--- src/rtl/isa_pp_pkg.sv ---
package isa_pp_pkg;
    localparam int ADDR_W = 10;

    localparam logic [2:0] IDX_PORT  = 3'b000;
    localparam logic [2:0] DATA_PORT = 3'b001;

    typedef enum logic [1:0] {
        WT_IDLE    = 2'd0,
        WT_COUNT   = 2'd1,
        WT_RELEASE = 2'd2
    } wait_state_e;
endpackage

--- src/rtl/isa_blk_decode.sv ---
module isa_blk_decode #(
    parameter int GROUPS     = 2,
    parameter int BLK_BITS   = 3
) (
    input  logic [9:4] addr_hi,
    input  logic [3:0] base_sel,
    output logic       hit_n
);
    localparam int BLOCKS = 1 << BLK_BITS;
    localparam int OUTS   = GROUPS * BLOCKS;

    logic [GROUPS-1:0] grp_en;
    logic [OUTS-1:0]   sel_n;

    genvar g, k;
    generate
        for (g = 0; g < GROUPS; g++) begin : g_group
            // coarse stage: addr[9:8] must be 10, addr[7] names the group
            assign grp_en[g] = (addr_hi[9:8] == 2'b10) && (addr_hi[7] == g[0]);
            for (k = 0; k < BLOCKS; k++) begin : g_blk
                // fine stage: one-of-eight on addr[6:4]
                assign sel_n[g*BLOCKS + k] =
                    ~(grp_en[g] && (addr_hi[6:4] == k[BLK_BITS-1:0]));
            end
        end
    endgenerate

    // jumper routes one decoder output back as the addressed signal
    always_comb begin
        hit_n = sel_n[base_sel];
    end
endmodule

--- src/rtl/isa_strobe_gen.sv ---
module isa_strobe_gen
    import isa_pp_pkg::*;
(
    input  logic       hit_n,
    input  logic [2:0] port_sel,
    input  logic       ior_n,
    input  logic       iow_n,
    output logic       idx_wr_n,
    output logic       dat_wr_n,
    output logic       dat_rd_n,
    output logic       xcvr_dir,
    output logic       dat_cycle,
    output logic       any_strobe
);
    logic at_idx;
    logic at_data;

    always_comb begin
        at_idx     = !hit_n && (port_sel == IDX_PORT);
        at_data    = !hit_n && (port_sel == DATA_PORT);
        any_strobe = !ior_n || !iow_n;

        idx_wr_n   = !(at_idx  && !iow_n);
        dat_wr_n   = !(at_data && !iow_n);
        dat_rd_n   = !(at_data && !ior_n);
        xcvr_dir   = dat_rd_n;
        dat_cycle  = at_data && any_strobe;
    end
endmodule

--- src/rtl/isa_wait_ctl.sv ---
module isa_wait_ctl
    import isa_pp_pkg::*;
#(
    parameter int CNT_W     = 4,
    parameter int WAIT_CLKS = 4
) (
    input  logic clk,
    input  logic rst_n,
    input  logic dat_cycle,
    input  logic any_strobe,
    input  logic wait_en,
    output logic iordy
);
    localparam logic [CNT_W-1:0] LAST = CNT_W'(WAIT_CLKS - 1);

    wait_state_e state_q, state_d;
    logic [CNT_W-1:0] cnt_q, cnt_d;
    logic             term;

    // state register
    always_ff @(posedge clk or negedge rst_n) begin
        if (!rst_n) begin
            state_q <= WT_IDLE;
            cnt_q   <= '0;
        end else begin
            state_q <= state_d;
            cnt_q   <= cnt_d;
        end
    end

    // next state
    always_comb begin
        state_d = state_q;
        cnt_d   = cnt_q;
        term    = (cnt_q == LAST);
        unique case (state_q)
            WT_IDLE: begin
                cnt_d = '0;
                if (dat_cycle && wait_en) begin      // start_wait
                    state_d = WT_COUNT;
                    cnt_d   = CNT_W'(1);
                end
            end
            WT_COUNT: begin
                if (!any_strobe) begin               // abort
                    state_d = WT_IDLE;
                    cnt_d   = '0;
                end else if (term) begin             // terminal
                    state_d = WT_RELEASE;
                end else begin
                    cnt_d = cnt_q + CNT_W'(1);
                end
            end
            WT_RELEASE: begin
                if (!any_strobe) begin               // cycle_end
                    state_d = WT_IDLE;
                    cnt_d   = '0;
                end
            end
            default: begin
                state_d = WT_IDLE;
                cnt_d   = '0;
            end
        endcase
    end

    // outputs
    always_comb begin
        iordy = 1'b1;
        unique case (state_q)
            WT_IDLE:    iordy = !(dat_cycle && wait_en);
            WT_COUNT:   iordy = !dat_cycle;
            WT_RELEASE: iordy = 1'b1;
            default:    iordy = 1'b1;
        endcase
    end
endmodule

--- src/rtl/isa_regfile.sv ---
module isa_regfile #(
    parameter int DATA_W    = 8,
    parameter int REG_COUNT = 8
) (
    input  logic              clk,
    input  logic              rst_n,
    input  logic              idx_wr_n,
    input  logic              dat_wr_n,
    input  logic              dat_rd_n,
    input  logic [DATA_W-1:0] d_in,
    output logic [DATA_W-1:0] d_out,
    output logic              d_oe
);
    localparam int IDX_W = (REG_COUNT > 1) ? $clog2(REG_COUNT) : 1;

    logic [DATA_W-1:0] regs [REG_COUNT];
    logic [DATA_W-1:0] index_q;
    logic              idx_prev, dat_prev;
    logic [IDX_W-1:0]  slot;

    assign slot = index_q[IDX_W-1:0];

    always_ff @(posedge clk or negedge rst_n) begin
        if (!rst_n) begin
            index_q  <= '0;
            idx_prev <= 1'b1;
            dat_prev <= 1'b1;
            for (int i = 0; i < REG_COUNT; i++) regs[i] <= '0;
        end else begin
            idx_prev <= idx_wr_n;
            dat_prev <= dat_wr_n;
            // act only on the first clock of each strobe
            if (!idx_wr_n && idx_prev) index_q <= d_in;
            if (!dat_wr_n && dat_prev) regs[slot] <= d_in;
        end
    end

    always_comb begin
        d_oe  = !dat_rd_n;
        d_out = d_oe ? regs[slot] : '0;
    end
endmodule

--- src/rtl/isa_portpair_dec.sv ---
module isa_portpair_dec
    import isa_pp_pkg::*;
#(
    parameter int DATA_W    = 8,
    parameter int REG_COUNT = 8,
    parameter int CNT_W     = 4,
    parameter int WAIT_CLKS = 4
) (
    input  logic              clk,
    input  logic              rst_n,
    input  logic [9:0]        addr,
    input  logic              ior_n,
    input  logic              iow_n,
    input  logic [3:0]        base_sel,
    input  logic              wait_en,
    input  logic [DATA_W-1:0] d_in,
    output logic              hit_n,
    output logic              idx_wr_n,
    output logic              dat_wr_n,
    output logic              dat_rd_n,
    output logic              xcvr_dir,
    output logic              iordy,
    output logic [DATA_W-1:0] d_out,
    output logic              d_oe
);
    logic dat_cycle;
    logic any_strobe;

    isa_blk_decode #(.GROUPS(2), .BLK_BITS(3)) u_dec (
        .addr_hi  (addr[9:4]),
        .base_sel (base_sel),
        .hit_n    (hit_n)
    );

    // addr[0] is not routed anywhere
    isa_strobe_gen u_stb (
        .hit_n      (hit_n),
        .port_sel   (addr[3:1]),
        .ior_n      (ior_n),
        .iow_n      (iow_n),
        .idx_wr_n   (idx_wr_n),
        .dat_wr_n   (dat_wr_n),
        .dat_rd_n   (dat_rd_n),
        .xcvr_dir   (xcvr_dir),
        .dat_cycle  (dat_cycle),
        .any_strobe (any_strobe)
    );

    isa_wait_ctl #(.CNT_W(CNT_W), .WAIT_CLKS(WAIT_CLKS)) u_wait (
        .clk        (clk),
        .rst_n      (rst_n),
        .dat_cycle  (dat_cycle),
        .any_strobe (any_strobe),
        .wait_en    (wait_en),
        .iordy      (iordy)
    );

    isa_regfile #(.DATA_W(DATA_W), .REG_COUNT(REG_COUNT)) u_regs (
        .clk      (clk),
        .rst_n    (rst_n),
        .idx_wr_n (idx_wr_n),
        .dat_wr_n (dat_wr_n),
        .dat_rd_n (dat_rd_n),
        .d_in     (d_in),
        .d_out    (d_out),
        .d_oe     (d_oe)
    );
endmodule

--- config.mk ---
export PLATFORM = sky130hd
export DESIGN_NAME = isa_portpair_dec
export DESIGN_NICKNAME = d
export VERILOG_FILES = /design/src/rtl/isa_pp_pkg.sv /design/src/rtl/isa_blk_decode.sv /design/src/rtl/isa_strobe_gen.sv /design/src/rtl/isa_wait_ctl.sv /design/src/rtl/isa_regfile.sv /design/src/rtl/isa_portpair_dec.sv
export SDC_FILE = /design/constraint.sdc
export NUM_CORES = 1
export LEC_CHECK = 0
export BUFFER_PORTS_ARGS = -buffer_cell sky130_fd_sc_hd__buf_2
export CAP_MARGIN = 20
export CORE_UTILIZATION = 30
export DETAILED_ROUTE_END_ITERATION = 8
export SLEW_MARGIN = 20
export SYNTH_ARGS = -nofsm -noshare
export SYNTH_HDL_FRONTEND = slang
export SYNTH_HIERARCHICAL = 1
export SYNTH_SLANG_ARGS = --single-unit
--- constraint.sdc ---
create_clock -name clk -period 2.1 [get_ports clk]
set_input_delay 0.315 -clock clk [delete_from_list [all_inputs] [get_ports clk]]
set_output_delay 0.315 -clock clk [all_outputs]
set_load 0.03 [all_outputs]
[Word level (Yosys, flattened, before mapping)]
Index checks and enable logic that the tools add are counted.
Word-level totals
  flip-flop bits (word level): 75
  bits of input ports: 27
  output and inout bits: 15
  logic and storage cells: 113
Operators by class
  $add $sub $neg: 1
  $lt $le $gt $ge: 3
  equality and inequality tests: 16
  mux-type cells: 20
  bitwise gates (word level): 18
  reductions and logical operators: 42
Operator list (count)
  bitwise mux 64 bit: 1
  2-to-1 mux 8 bit: 4
  logical AND 1 bit: 28
  binary-select mux 8 bit (select 3 bit): 1
  demux 8 bit (select 3 bit): 1
  inverter 1 bit: 17
  == test 3 bit (second input constant): 4
  2-to-1 mux 4 bit: 3
  case mux 4 bit (3 select lines): 1
  logical NOT 1 bit: 8
  2-to-1 mux 2 bit: 4
  == test 3 x 1 -> 1 bit (second input constant): 2
  == test 3 x 2 -> 1 bit (second input constant): 2
  logical NOT 3 bit: 2
  != test 3 bit (second input constant): 2
  case mux 2 bit (3 select lines): 1
  less-than comparator 4 x 5 -> 1 bit (second input constant): 1
  adder 4 x 1 -> 4 bit (second input constant): 1
  binary-select mux 1 bit (select 4 bit): 1
  == test 2 bit (second input constant): 2
  == test 4 x 2 -> 1 bit (second input constant): 1
  greater-or-equal comparator 4 bit (second input constant): 1
  less-than comparator 4 x 1 -> 1 bit (second input constant): 1
  inverter 3 -> 4 bit: 1
  9 further kinds: 10

[Depth between registers and ports, before layout]
Gate-level depths: netlist of run 1.
  word-level depth: 12
  depth in mapped cells: 8

[By module]
The synthesis of run 1 kept the hierarchy.
Modules (own cells, without submodules)
  isa_regfile: times used 1, cells an instance 237, area an instance 3180.6 um^2, sequential area each 1729.2 um^2
  isa_wait_ctl: times used 1, cells an instance 38, area an instance 391.6 um^2, sequential area each 150.1 um^2
  isa_strobe_gen: times used 1, cells an instance 9, area an instance 53.8 um^2, sequential area each 0.0 um^2
  isa_blk_decode: times used 1, cells an instance 6, area an instance 48.8 um^2, sequential area each 0.0 um^2

[Worst setup path before layout of run 1]
No wires, ideal clock.
  path kind: input to output
  from: input addr[7]
  to: output d_out[0]
  data arrival time: 3002 ps
  data required time: 1785 ps
  path slack: -1217 ps
  cell stages on the path: 8
  path buffers: 1
  path through: xor2_1 -> nor3_1 -> nand4b_1 -> or4_1 -> clkbuf_1 -> inv_1 -> o21ai_0 -> o32ai_1
Between the ends
  longest elaborated chain between the ends: 10
  elaborated cells between the ends (all ways): 41
  those cells by class: mux (3); bitwise (17); reduce/logical (21)
RTL lines
  start, declared: line isa_portpair_dec.sv:11  | input logic [9:0] addr,
  inverter 1 bit: line isa_blk_decode.sv:19  | assign grp_en[g] = (addr_hi[9:8] == 2'b10) && (addr_hi[7] == g[0]);
  logical AND 1 bit: line isa_blk_decode.sv:19
  logical AND 1 bit: line isa_blk_decode.sv:23  | ~(grp_en[g] && (addr_hi[6:4] == k[BLK_BITS-1:0]));
  inverter 1 bit: line isa_blk_decode.sv:23
  binary-select mux 1 bit (select 4 bit) *: line isa_blk_decode.sv:30  | hit_n = sel_n[base_sel];
  2-to-1 mux 1 bit (implied by the code) *: line isa_blk_decode.sv:30
  named net hit_n: line isa_portpair_dec.sv:17  | output logic hit_n,
  logical NOT 1 bit *: line isa_strobe_gen.sv:20  | at_data = !hit_n && (port_sel == DATA_PORT);
  logical AND 1 bit *: line isa_strobe_gen.sv:20
  logical AND 1 bit *: line isa_strobe_gen.sv:25  | dat_rd_n = !(at_data && !ior_n);
  named net d_oe: line isa_portpair_dec.sv:24  | output logic d_oe
  2-to-1 mux 8 bit *: line isa_regfile.sv:40  | d_out = d_oe ? regs[slot] : '0;
  end, declared: line isa_portpair_dec.sv:23  | output logic [DATA_W-1:0] d_out,
The timed path passes the listed nets; every way through them passes the cells marked *. The select of a mux whose other input is x is not followed.

[Worst setup path in the final report of run 1]
  from: input base_sel[3]
  to: output d_out[5]
Between the ends
  longest elaborated chain between the ends: 6
RTL lines
  start, declared: line isa_portpair_dec.sv:14  | input logic [3:0] base_sel,
  binary-select mux 1 bit (select 4 bit): line isa_blk_decode.sv:30
  2-to-1 mux 1 bit (implied by the code): line isa_blk_decode.sv:30
  logical NOT 1 bit: line isa_strobe_gen.sv:20
  logical AND 1 bit: line isa_strobe_gen.sv:20
  logical AND 1 bit: line isa_strobe_gen.sv:25
  2-to-1 mux 8 bit: line isa_regfile.sv:40
No other way between the ends. The select of a mux whose other input is x is not followed.

==> results of run 1 <==
## where the power goes
group,leakage [nW],internal (mW),switching (mW)
Clock,0.146,0.977,0.566
Combinational,1.27,0.117,0.157
Sequential,1.03,1.46,0.0111
Total,2.45,2.55,0.734
## metrics by stage
step	worst slack, ps	hold WS, ps
floorplan	-693	19.4
global placement	-357	324
detailed placement	-386	325
CTS	-295	278
global route	-408	261
finish	-310	256
## metal layers
layer | vias to the layer above | share of wire | wire length (microns)
met5 | - | 0 | 0
met4 | 0 | 0.013 | 131
met3 | 9 | 0.041 | 415
met2 | 65 | 0.49 | 5000
met1 | 1469 | 0.45 | 4600
li1 | 1277 | - | -
## placed cells by master, fill, tap and decap left out, drive strengths merged, types with 4 or more instances in the layout
cell type,n
clkbuf,14
a221oi,17
buf,90
mux2i,6
and2b,5
nor2b,12
o32ai,6
mux2,65
dfrtp,73
o21ai,9
inv,4
a22o,5
nand2,17
a21boi,6
nor2,8
## registers in the layout, summed over array words and instances, names as in the netlist
name and flops:
u_wait/cnt_q 4, u_regs/dat_prev 1, u_wait/state_q 2, u_regs/idx_prev 1, u_regs/index_q 3, u_regs/regs 64
## repair_timing
action | in CTS | in global routing
gates cloned | 1 | 0
buffers inserted | 14 | 6
pin swaps | 5 | 13
endpoints found under the setup margin | 53 | 79
resized for setup | 74 | 29
hold buffers | 1 | 0
endpoints found under the hold margin | 37 | 0
## path summary, 6_finish.rpt
kind / endpoint
worst max-delay path: d_out[5]
worst min-delay path: u_regs/idx_prev
worst max register to register: u_regs/regs[58]
worst min register to register: u_regs/regs[33]
max in group asynchronous: u_regs/idx_prev
min in group asynchronous: u_regs/regs[26]
## cells by family (layout without fill, tap and decap cells)
group           after synthesis  after routing  share of synthesized area
flops                        75             75                      0.511
mux                          71             71                      0.216
simple gates                 69             69                      0.124
compound gates               53             53                      0.110
buf+inv                      17            112                     0.0259
xor+xnor                      4              4                    0.00954
fa+ha+maj                     1              1                    0.00340
## critical path, stage by stage
cell and delay [ps]:
buf_6 90, xor2_1 160, nor3_2 170, nand4b_1 140, or4_4 620, or3_4 360, o31ai_4 80, buf_6 170
## layout make-up
class / count / area, sq um / area share
clock buffers: 13 / 260 / 0.0486
clock inverters: 2 / 35.0 / 0.00655
inverters: 4 / 27.5 / 0.00514
multi-input cells: 198 / 2110 / 0.395
flip-flops and latches: 75 / 1880 / 0.352
well taps: 147 / 184 / 0.0344
repair buffers: 93 / 847 / 0.158
==> impl_metrics.toml, run 1 <==
[drt]
drt_wl_total_mm = 10.1
drcViolationCount = 0
drtIter0Drc = 108
vias = 2820
wl_per_cell_microns = 19.1
first_pass_iters = 5
avgViaCountPerCell = 5.30
drtAntennaViolNets = 0

[worst_setup_path]
startpoint = "base_sel[3]"
worst_setup_path_end_kind = "primary output"
arrival_ps = 2090
cp-start-kind = "primary input"
crit_required_ps = 1780
path_class = "primary input to primary output"
cp_max_fo = 4
rrSetupSlack_ps = 220
r2r-start = "u_regs/index_q[2]"
ff2ff_path_depth = 6

[yosys]
yosys.cell_types.count = 51
synthTopCellsByArea = "dfrtp_1, mux2_2, a221oi_1"
yosys.area.top_type_share = 0.497
synth_edf_count = 0
yosys-top-cells-count = "dfrtp_1, mux2_2, a221oi_1"
yosys_most_used_dff = "dfrtp_1"
ys_ff_latch = 75
syn_area_per_cell_sq_um = 12.7
syn-instance-count = 290
yosys.area.top_type = "dfrtp_1"
async_flop_share = 1.00
yosysSeqAreaShare = 0.511
mappedNetlistArea_sq_um = 3670
yosysWarnings = 6
syn_nets = 318
synth_most_common_cell = "dfrtp_1"

[placed_design]
placedInstanceArea_sq_um = 4520
dp_cells = 503
routabilityCongestion = 0.782
portBuffers = 40
dp_hpwl_mm = 6.64

[timing]
skew_ps = 6.47
slew_viol_final = 0
tns_ps = -18120
worst_pin_slew_ps = 511
setup-violations-final = 77
fin_ws_ps = -310
fin_crit_sh = 1.15
rsz0062_at_grt = "true"
relSlewSlack = 0.659
min_period_ps = 2410
max_freq_ghz = 0.415
finalHoldViolCount = 0

[min_path]
min_path_cells = 3
hold_path.startpoint = "addr[2]"
hp-class = "primary input to flop"

[grt]
first_global_vias = 2959
grt_max_degree = 39
antenna_found_initial = 0
grt_pass1_wl_mm = 16.3
grt_overflow_total = 0
met2_usage = 0.286
use_met1 = 0.215
top_usage_layer = "met2"
use_met3 = 0.0470
track_usage = 0.170

[floorplanning]
die_h_microns = 113
design.core.area_sq_um = 12000
die_x_microns = 113
io_pins = 42
fp-row-count = 40
floorplan.initialDensity = 0.307
dieArea_sq_um = 12700

[finish]
diodes = 0
layoutNonFillerInstCount = 532
nets = 409
final_area_sq_um = 5350
drive_above_1_share = 0.566
syn_to_final_growth_pct = 45.6
nFillCells = 1077
utilization = 0.447

[power]
p_per_area_nw_per_um2 = 614
total_power_mw = 3.28
peakVddDrop_uv = 327
p_leak_nw = 2.45

[clock_network]
clock-sinks = 75
cts_tree = "done"
clock_latency_ps = 330
cts_made_buffers = 9
clockBufferDepth = 2
cts_root_buffer = "clkbuf_16"
cts.reportedPaths.clkPinSlew_ps = 50
htree_num_levels = 3

[outcome]
status = "complete, but fails checks"
violations = "setup timing"

[flow_run]
maxCapViolations = 0
(Power assumes the default switching activity.)
==> run 2, diff against run 1 <==
--- a/config.mk
+++ b/config.mk
@@ -9,6 +9,7 @@
 export CAP_MARGIN = 20
 export CORE_UTILIZATION = 30
 export DETAILED_ROUTE_END_ITERATION = 8
+export SETUP_SLACK_MARGIN = 0.15
 export SLEW_MARGIN = 20
 export SYNTH_ARGS = -nofsm -noshare
 export SYNTH_HDL_FRONTEND = slang
==> impl_metrics.toml, run 2 (synthesis results as in run 1) <==
[outcome]
status = "complete, but fails checks"
violations = "setup timing"

[placed_design]
routabilityCongestion = 0.782
dp_slack_ps = -386
dp_hpwl_mm = 6.64
portBuffers = 40
dp_cells = 503

[drt]
drtIter0Drc = 87
drcViolationCount = 0
avgViaCountPerCell = 5.28
wl_per_cell_microns = 18.9
drtAntennaViolNets = 0
vias = 2813
first_pass_iters = 4
drt_wl_total_mm = 10.1

[power]
clockPowerShare = 0.470
p_leak_nw = 2.47
combPwrFrac = 0.083
p_per_area_nw_per_um2 = 609
seqPwrFrac = 0.447
sw_frac_of_total = 0.223
p_int_mw = 2.55
p_switching_mw = 0.732
peakVddDrop_uv = 327

[finish]
syn_to_final_growth_pct = 46.7
layoutNonFillerInstCount = 533
drive_above_1_share = 0.567
final_common_cell = "dfrtp_1"
reg_top3 = "u_regs/regs x64, u_wait/cnt_q x4, u_regs/index_q x3"
utilization = 0.451
diodes = 0
mostFrequentLayoutCells = "dfrtp_1, mux2_2, mux2_4, buf_6, buf_4"
nets = 410
largest_register_ff_count = 64
largest_register = "u_regs/regs"
nFillCells = 1064

[floorplanning]
fp-row-count = 40
floorplan.initialDensity = 0.307
io_pins = 42
design.core.area_sq_um = 12000
die_h_microns = 113
die_x_microns = 113
dieArea_sq_um = 12700

[grt]
track_usage = 0.172
grt_pass1_wl_mm = 16.5
antenna_found_initial = 0
grt_overflow_total = 0
first_global_vias = 3012
grt_max_degree = 39

[worst_setup_path]
cp_max_fo = 4
cp-start-kind = "primary input"
path_delay_family = "simple AND/OR/NAND/NOR gates"
worst_setup_path_end_kind = "primary output"
path_buf_inv = 2
cp_cell_sequence = "buf_6 > xor2_1 > nor3_2 > nand4b_1 > or4_4 > or3_4 > o31ai_4 > buf_6"
cp_common_cell = "buf_6"
crit_required_ps = 1780
cpPeakStageDelay_ps = 620
arrival_ps = 2100
path_class = "primary input to primary output"
cp_slowest_cell = "or4_4"

[timing]
rsz0062_at_grt = "true"
relSlewSlack = 0.659
skew_ps = 6.38
setup-violations-final = 73
fin_ws_ps = -316
slew_viol_final = 0
max_freq_ghz = 0.414
min_period_ps = 2420
fin_crit_sh = 1.15
worst_pin_slew_ps = 511
finalHoldViolCount = 0

[clock_network]
cts_root_buffer = "clkbuf_16"
clockBufferDepth = 2
cts_tree = "done"
cts.reportedPaths.clkPinSlew_ps = 50
cts_made_buffers = 9
clock-sinks = 75
htree_num_levels = 3
clock_latency_ps = 330

[flow_run]
maxCapViolations = 0

[min_path]
hp-class = "primary input to flop"
## run 2: area by class of cell
class / count / area [sq um] / area share
Tap cell: 147 / 184 / 0.0341
Timing Repair Buffer: 94 / 875 / 0.162
Clock buffer: 13 / 260 / 0.0483
Clock inverter: 2 / 35.0 / 0.00650
Multi-Input combinational cell: 198 / 2130 / 0.395
Sequential cell: 75 / 1880 / 0.349
Inverter: 4 / 27.5 / 0.00511
## run 2: metrics by stage
stage | hold WS [ps] | instance area (sq um) | TNS, ps | power [mW]
after CTS | 236 | 5310 | -6330 | 3.32
after global placement | 324 | 4520 | -22270 | 1.72
after detailed placement | 325 | 4520 | -25210 | 1.72
after floorplan | 19.4 | 3890 | -46870 | 1.58
final | 274 | 5390 | -9650 | 3.28
after global routing | 270 | 5390 | -19450 | 3.39
## run 2: per-layer routing
layer / global-route usage / vias up / part of all wire
met5: 0 / - / 0
met2: 0.285 / 78 / 0.49
met3: 0.0491 / 14 / 0.046
met4: 0.0516 / 0 / 0.019
li1: - / 1282 / -
met1: 0.217 / 1439 / 0.45
## run 2: worst paths after layout
kind / start / cells past startpoint / slack (ps) / to
max in group asynchronous: rst_n / 3 / 950 / u_regs/idx_prev
setup reg to reg: u_regs/index_q[2] / 7 / 250 / u_regs/regs[47]
hold reg to reg: u_regs/regs[33] / 1 / 500 / u_regs/regs[33]
min in group asynchronous: rst_n / 2 / 490 / u_regs/regs[26]
hold / removal: addr[2] / 3 / 270 / u_regs/idx_prev
setup / recovery: base_sel[3] / 8 / -320 / d_out[5]
## run 2: power groups by stage
stage	Clock, mW	Sequential, mW	Combinational (mW)
detailed placement	0	1.49	0.229
finish	1.54	1.47	0.274
global placement	0	1.49	0.225
CTS	1.59	1.47	0.270
global route	1.63	1.47	0.296
floorplan	0	1.49	0.0950
## run 2: what timing repair did
action	CTS	global route
pin swaps	4	13
resized for setup	88	21
buffers inserted	11	2
hold endpoints to repair	37	0
hold buffers	1	0
setup endpoints to repair	77	81
cloned	1	0
## run 2: worst min-delay path, cell delays in order
cell     delay, ps
buf_2           90
nor2_1          60
nand2_4         90
